`src/rtl/cardmon_pkg.sv`:
```
package cardmon_pkg;
  localparam int unsigned BYTE_W = 8;
  localparam int unsigned TAG_W  = 2;

  typedef enum logic [TAG_W-1:0] {
    TAG_ATR  = 2'd0,
    TAG_CMD  = 2'd1,
    TAG_DATA = 2'd2
  } tag_e;
endpackage

```
`src/rtl/cardmon_sync.sv`:
```
// Multi-stage synchronizer for a bundle of asynchronous wires.
module cardmon_sync #(
  parameter int unsigned WIDTH  = 3,
  parameter int unsigned STAGES = 2
) (
  input  logic             clk_i,
  input  logic             rst_ni,
  input  logic [WIDTH-1:0] async_i,
  output logic [WIDTH-1:0] sync_o
);
  logic [WIDTH-1:0] stage_q [STAGES];

  for (genvar s = 0; s < STAGES; s++) begin : g_stage
    logic [WIDTH-1:0] stage_d;
    if (s == 0) begin : g_first
      assign stage_d = async_i;
    end else begin : g_rest
      assign stage_d = stage_q[s-1];
    end
    always_ff @(posedge clk_i or negedge rst_ni) begin
      if (!rst_ni) stage_q[s] <= '0;
      else         stage_q[s] <= stage_d;
    end
  end

  assign sync_o = stage_q[STAGES-1];
endmodule

```
`src/rtl/cardmon_edge.sv`:
```
// Finds reset, frame start/stop and data-bit events from synchronized wires.
module cardmon_edge (
  input  logic clk_i,
  input  logic rst_ni,
  input  logic s_rst_i,
  input  logic s_clk_i,
  input  logic s_io_i,
  output logic evt_reset_o,
  output logic evt_start_o,
  output logic evt_stop_o,
  output logic evt_bit_o,
  output logic bit_val_o
);
  logic prev_rst_q, prev_clk_q, prev_io_q;

  always_ff @(posedge clk_i or negedge rst_ni) begin
    if (!rst_ni) begin
      prev_rst_q <= 1'b0;
      prev_clk_q <= 1'b0;
      prev_io_q  <= 1'b0;
    end else begin
      prev_rst_q <= s_rst_i;
      prev_clk_q <= s_clk_i;
      prev_io_q  <= s_io_i;
    end
  end

  logic rst_rise, clk_rise, io_fall, io_rise;

  always_comb begin
    rst_rise = s_rst_i & ~prev_rst_q;
    clk_rise = s_clk_i & ~prev_clk_q;
    io_fall  = ~s_io_i & prev_io_q;
    io_rise  = s_io_i & ~prev_io_q;

    // Priority: card reset, then frame events, then data bits.
    evt_reset_o = rst_rise;
    evt_start_o = ~rst_rise & s_clk_i & io_fall;
    evt_stop_o  = ~rst_rise & s_clk_i & io_rise;
    evt_bit_o   = clk_rise & ~s_rst_i & ~evt_start_o & ~evt_stop_o;
    bit_val_o   = s_io_i;
  end
endmodule

```
`src/rtl/cardmon_assembler.sv`:
```
// Packs bits LSB first, tracks the protocol phase and registers all outputs.
module cardmon_assembler
  import cardmon_pkg::*;
#(
  parameter int unsigned DATA_W = BYTE_W
) (
  input  logic              clk_i,
  input  logic              rst_ni,
  input  logic              evt_reset_i,
  input  logic              evt_start_i,
  input  logic              evt_stop_i,
  input  logic              evt_bit_i,
  input  logic              bit_val_i,
  output logic              byte_valid_o,
  output logic [DATA_W-1:0] byte_data_o,
  output tag_e              tag_o,
  output logic              reset_evt_o,
  output logic              cmd_start_o,
  output logic              cmd_stop_o
);
  localparam int unsigned CNT_W = (DATA_W > 1) ? $clog2(DATA_W) : 1;
  localparam logic [CNT_W-1:0] LAST_BIT = CNT_W'(DATA_W - 1);

  logic [CNT_W-1:0]  cnt_q,   cnt_d;
  logic [DATA_W-1:0] shift_q, shift_d;
  tag_e              tag_q,   tag_d;
  logic              valid_q, valid_d;
  logic [DATA_W-1:0] data_q,  data_d;
  logic              rpls_q, spls_q, ppls_q;
  logic              data_en;
  logic [DATA_W-1:0] shifted;

  always_comb begin
    cnt_d   = cnt_q;
    shift_d = shift_q;
    tag_d   = tag_q;
    valid_d = 1'b0;
    data_d  = data_q;
    data_en = 1'b0;
    shifted = {bit_val_i, shift_q[DATA_W-1:1]};

    if (evt_reset_i) begin
      cnt_d   = '0;
      shift_d = '0;
      tag_d   = TAG_ATR;
    end else if (evt_start_i || evt_stop_i) begin
      cnt_d   = '0;
      shift_d = '0;
      tag_d   = evt_start_i ? TAG_CMD : TAG_DATA;
    end else if (evt_bit_i) begin
      shift_d = shifted;
      if (cnt_q == LAST_BIT) begin
        cnt_d   = '0;
        valid_d = 1'b1;
        data_en = 1'b1;
        data_d  = shifted;
      end else begin
        cnt_d = cnt_q + 1'b1;
      end
    end
  end

  always_ff @(posedge clk_i or negedge rst_ni) begin
    if (!rst_ni) begin
      cnt_q   <= '0;
      shift_q <= '0;
      tag_q   <= TAG_ATR;
      valid_q <= 1'b0;
      rpls_q  <= 1'b0;
      spls_q  <= 1'b0;
      ppls_q  <= 1'b0;
    end else begin
      cnt_q   <= cnt_d;
      shift_q <= shift_d;
      tag_q   <= tag_d;
      valid_q <= valid_d;
      rpls_q  <= evt_reset_i;
      spls_q  <= evt_start_i;
      ppls_q  <= evt_stop_i;
    end
  end

  // Byte holding register with an explicit enable.
  always_ff @(posedge clk_i or negedge rst_ni) begin
    if (!rst_ni)      data_q <= '0;
    else if (data_en) data_q <= data_d;
  end

  assign byte_valid_o = valid_q;
  assign byte_data_o  = data_q;
  assign tag_o        = tag_q;
  assign reset_evt_o  = rpls_q;
  assign cmd_start_o  = spls_q;
  assign cmd_stop_o   = ppls_q;
endmodule

```
`src/rtl/sync_card_monitor.sv`:
```
module sync_card_monitor
  import cardmon_pkg::*;
#(
  parameter int unsigned SYNC_STAGES = 2
) (
  input  logic              clk_i,
  input  logic              rst_ni,
  input  logic              card_rst_i,
  input  logic              card_clk_i,
  input  logic              card_io_i,
  output logic              byte_valid_o,
  output logic [BYTE_W-1:0] byte_data_o,
  output logic [TAG_W-1:0]  byte_tag_o,
  output logic              reset_evt_o,
  output logic              cmd_start_o,
  output logic              cmd_stop_o
);
  localparam int unsigned NWIRES = 3;

  logic [NWIRES-1:0] wires_sync;
  logic evt_reset, evt_start, evt_stop, evt_bit, bit_val;
  tag_e tag;

  cardmon_sync #(.WIDTH(NWIRES), .STAGES(SYNC_STAGES)) u_sync (
    .clk_i   (clk_i),
    .rst_ni  (rst_ni),
    .async_i ({card_rst_i, card_clk_i, card_io_i}),
    .sync_o  (wires_sync)
  );

  cardmon_edge u_edge (
    .clk_i       (clk_i),
    .rst_ni      (rst_ni),
    .s_rst_i     (wires_sync[2]),
    .s_clk_i     (wires_sync[1]),
    .s_io_i      (wires_sync[0]),
    .evt_reset_o (evt_reset),
    .evt_start_o (evt_start),
    .evt_stop_o  (evt_stop),
    .evt_bit_o   (evt_bit),
    .bit_val_o   (bit_val)
  );

  cardmon_assembler #(.DATA_W(BYTE_W)) u_asm (
    .clk_i        (clk_i),
    .rst_ni       (rst_ni),
    .evt_reset_i  (evt_reset),
    .evt_start_i  (evt_start),
    .evt_stop_i   (evt_stop),
    .evt_bit_i    (evt_bit),
    .bit_val_i    (bit_val),
    .byte_valid_o (byte_valid_o),
    .byte_data_o  (byte_data_o),
    .tag_o        (tag),
    .reset_evt_o  (reset_evt_o),
    .cmd_start_o  (cmd_start_o),
    .cmd_stop_o   (cmd_stop_o)
  );

  assign byte_tag_o = tag;
endmodule

```
`config.mk`:
```
export PLATFORM = sky130hd
export DESIGN_NAME = sync_card_monitor
export DESIGN_NICKNAME = d
export VERILOG_FILES = /design/src/rtl/cardmon_pkg.sv /design/src/rtl/cardmon_sync.sv /design/src/rtl/cardmon_edge.sv /design/src/rtl/cardmon_assembler.sv /design/src/rtl/sync_card_monitor.sv
export SDC_FILE = /design/constraint.sdc
export NUM_CORES = 1
export LEC_CHECK = 0
export BUFFER_PORTS_ARGS = -buffer_cell sky130_fd_sc_hd__buf_2
export CAP_MARGIN = 20
export CELL_PAD_IN_SITES_DETAIL_PLACEMENT = 1
export CELL_PAD_IN_SITES_GLOBAL_PLACEMENT = 2
export CORE_UTILIZATION = 25
export CTS_CLUSTER_SIZE = 30
export DETAILED_ROUTE_END_ITERATION = 16
export PLACE_DENSITY_LB_ADDON = 0.1
export SETUP_SLACK_MARGIN = 0.15
export SLEW_MARGIN = 20
export SYNTH_ARGS = -nofsm -noshare
export SYNTH_HDL_FRONTEND = slang
export SYNTH_HIERARCHICAL = 1
export SYNTH_SLANG_ARGS = --single-unit
```
`constraint.sdc`:
```
create_clock -name clk_i -period 2.9 [get_ports clk_i]
set_input_delay 0.29 -clock clk_i [delete_from_list [all_inputs] [get_ports clk_i]]
set_output_delay 0.29 -clock clk_i [all_outputs]
set_load 0.05 [all_outputs]
```
==> metrics <==
outcome completed; worst endpoint data arrival time 2220 ps; min cycle time layout 2059 ps; CP endpoint kind flip-flop; Pleak 0.7394 nW; starting density of the core 25.95%; postcts setup bufs 0; Core Area 4692 µm²; DR pass1 iterations 2; CP Launch Type flip-flop; IO buf count 18; DR vias 665; Final Power 944.1 µW; Seq/Total Area, Yosys 67.83%; design area 1470 µm²; Worst Setup Slack post-DPL 831.3 ps; clock sinks 33; grt ovf 0; first-pass GRT wire length 3691 µm; Util after Layout 31.33%; WL final 2079 µm; Cell Area, Synth 1217 µm²; CP max FO 11; Die Ht 71.79 µm; placed cell area 1366 µm²; measured slew at the worst slew-check pin 719.6 ps; clock transition at the registers of the reported paths 70 ps; RSZ-0062 raised after global routing no; worst vdd ir 0.2547 mV; CTS tree yes; Final Max Slew Viols 0; Fin Setup TNS 0 ps; Post-Syn Instances 80; iteration-0 DRC count of the detailed router 29; PostCTS Resize Cnt 0; Setup CP Type flip-flop to flip-flop; Nets 110; clk buf depth 2; CP required 3060 ps; cts hold-fix bufs 0; largest net degree at the start of global routing 34; root buffer cell clkbuf_8; Post-DRT Antenna Nets 0; Yosys reg bits 33; placer congestion estimate 0.6263; initial antenna violation count 0; fin crit share 71.00%; Ys Warns 6; Setup violations, final 0; synthesized area per cell 15.22 µm²; hold crit path type input pin to asynchronous set/reset pin; DR WL/cell 13.24 µm; power per cell area 642.2 nW/µm²; Rows 25; DR vias/cell 4.236; width of the chip 71.79 µm; fmax 485.7 MHz; Antenna Cells 0; final hold vios 0; max_cap viols 0; share of post-route cells with drive strength above 1 38.83%; num ports 19; DRC Markers 0; Area growth syn-to-layout 20.76%; fill cell count 519; GRT Total Usage 9.817%; Finished Layout Cells 157; unique cell type count in the Yosys netlist 18; DPL Wire Length 1361 µm; Slew headroom 52.03%; worst-skew pair later-pin latency 280 ps; CTS H-Tree Depth 2; final worst slack 841.0 ps; Num CTS Buffers 5; Worst Skew 6.011 ps; Syn Nets 87; die area 5153 µm²; Hold Slack 63.94 ps; placed cells 150; number of global-route vias before repair 699
==> worst max-delay path, cell delays in order, from the launching register on <==
cell,delay [ps]
dfrtp_1,390
nor2b_4,210
and4bb_2,290
or3_4,470
nor2_8,220
mux2_2,360
==> logic make-up (layout without fill, tap and decap cells) <==
kind of cell	after synthesis	in the layout	synth area share, %
AO/OA/AOI/OAI	1	1	0.4107
XOR/XNOR	1	1	0.7196
buffers and inverters	4	27	1.644
multiplexers	18	18	15.62
adder cells (fa/ha/maj)	2	2	2.055
AND/OR/NAND/NOR	21	21	11.71
flip-flops	33	33	67.83
==> layout make-up <==
type | count | area, µm² | share of cell area [%]
inverters | 1 | 3.754 | 0.2553
well taps | 54 | 67.56 | 4.596
multi-input cells | 43 | 371.6 | 25.28
clock inverters | 2 | 35.03 | 2.383
repair buffers | 19 | 97.59 | 6.638
clock buffers | 5 | 68.82 | 4.681
flip-flops and latches | 33 | 825.8 | 56.17
==> Yosys cell counts, drive strengths merged <==
master	number	share of area [%]
clkbuf	1	0.31
nor2	14	5.7
buf	2	1.0
nor2b	1	1.1
nor3	1	0.41
or3	1	0.92
nand2	1	0.31
xor2	1	0.72
a21oi	1	0.41
mux2	8	7.4
inv	1	0.31
dfrtp	33	68
nor4b	1	1.2
ha	2	2.1
mux2i	10	8.2
and4bb	2	2.1
==> routing by layer <==
layer | part of all wire, % | global-route usage [%] | up-vias
met2 | 44 | 13.10 | 18
met5 | 0 | 0 | -
met4 | 1.5 | 4.575 | 0
met3 | 6.1 | 4.641 | 5
li1 | - | - | 313
met1 | 48 | 13.36 | 329
==> registers in the layout, summed over array words and instances (netlist names) <==
signal and cells:
u_asm/byte_data_o 8, u_asm/cmd_stop_o 1, u_asm/reset_evt_o 1, u_edge/prev_clk_q 1
u_asm/tag_o 2, u_sync/sync_o 3, u_asm/cnt_q 3, u_asm/shift_q 7
u_sync/g_stage.stage_d 3, u_edge/prev_rst_q 1, u_asm/cmd_start_o 1, u_asm/byte_valid_o 1
u_edge/prev_io_q 1
==> placed cells by master, fill, tap and decap left out <==
cell,instances
a21oi_1,1
dfrtp_1,33
nor4b_2,1
nor2b_4,1
nor2_8,1
mux2_2,8
or3_4,1
nor3_1,1
ha_1,2
clkbuf_8,5
xor2_1,1
inv_1,1
buf_2,18
and4bb_2,2
nand2_1,1
clkinv_2,1
bufinv_16,1
mux2i_1,10
nor2_1,13
buf_4,1
==> where the power goes <==
group	switching [mW]	internal, mW
Combinational	0.0402	0.0159
Clock	0.158	0.249
Sequential	0.00793	0.473
==> path summary, 6_finish.rpt <==
kind	startpoint	to	slack (ps)	depth (start not counted)
max in group asynchronous	rst_ni	u_asm/byte_data_o[2]	2370	1
worst max register to register	u_sync/sync_o[2]	u_asm/byte_data_o[7]	840	5
min in group clk_i	card_clk_i	u_sync/g_stage[1].stage_d[1]	120	1
worst min register to register	u_sync/g_stage[1].stage_d[1]	u_sync/sync_o[1]	350	0
worst max-delay path	u_sync/sync_o[2]	u_asm/byte_data_o[7]	840	5
worst min-delay path	rst_ni	u_asm/reset_evt_o	60	1
Power figures use the tool's default switching activity.
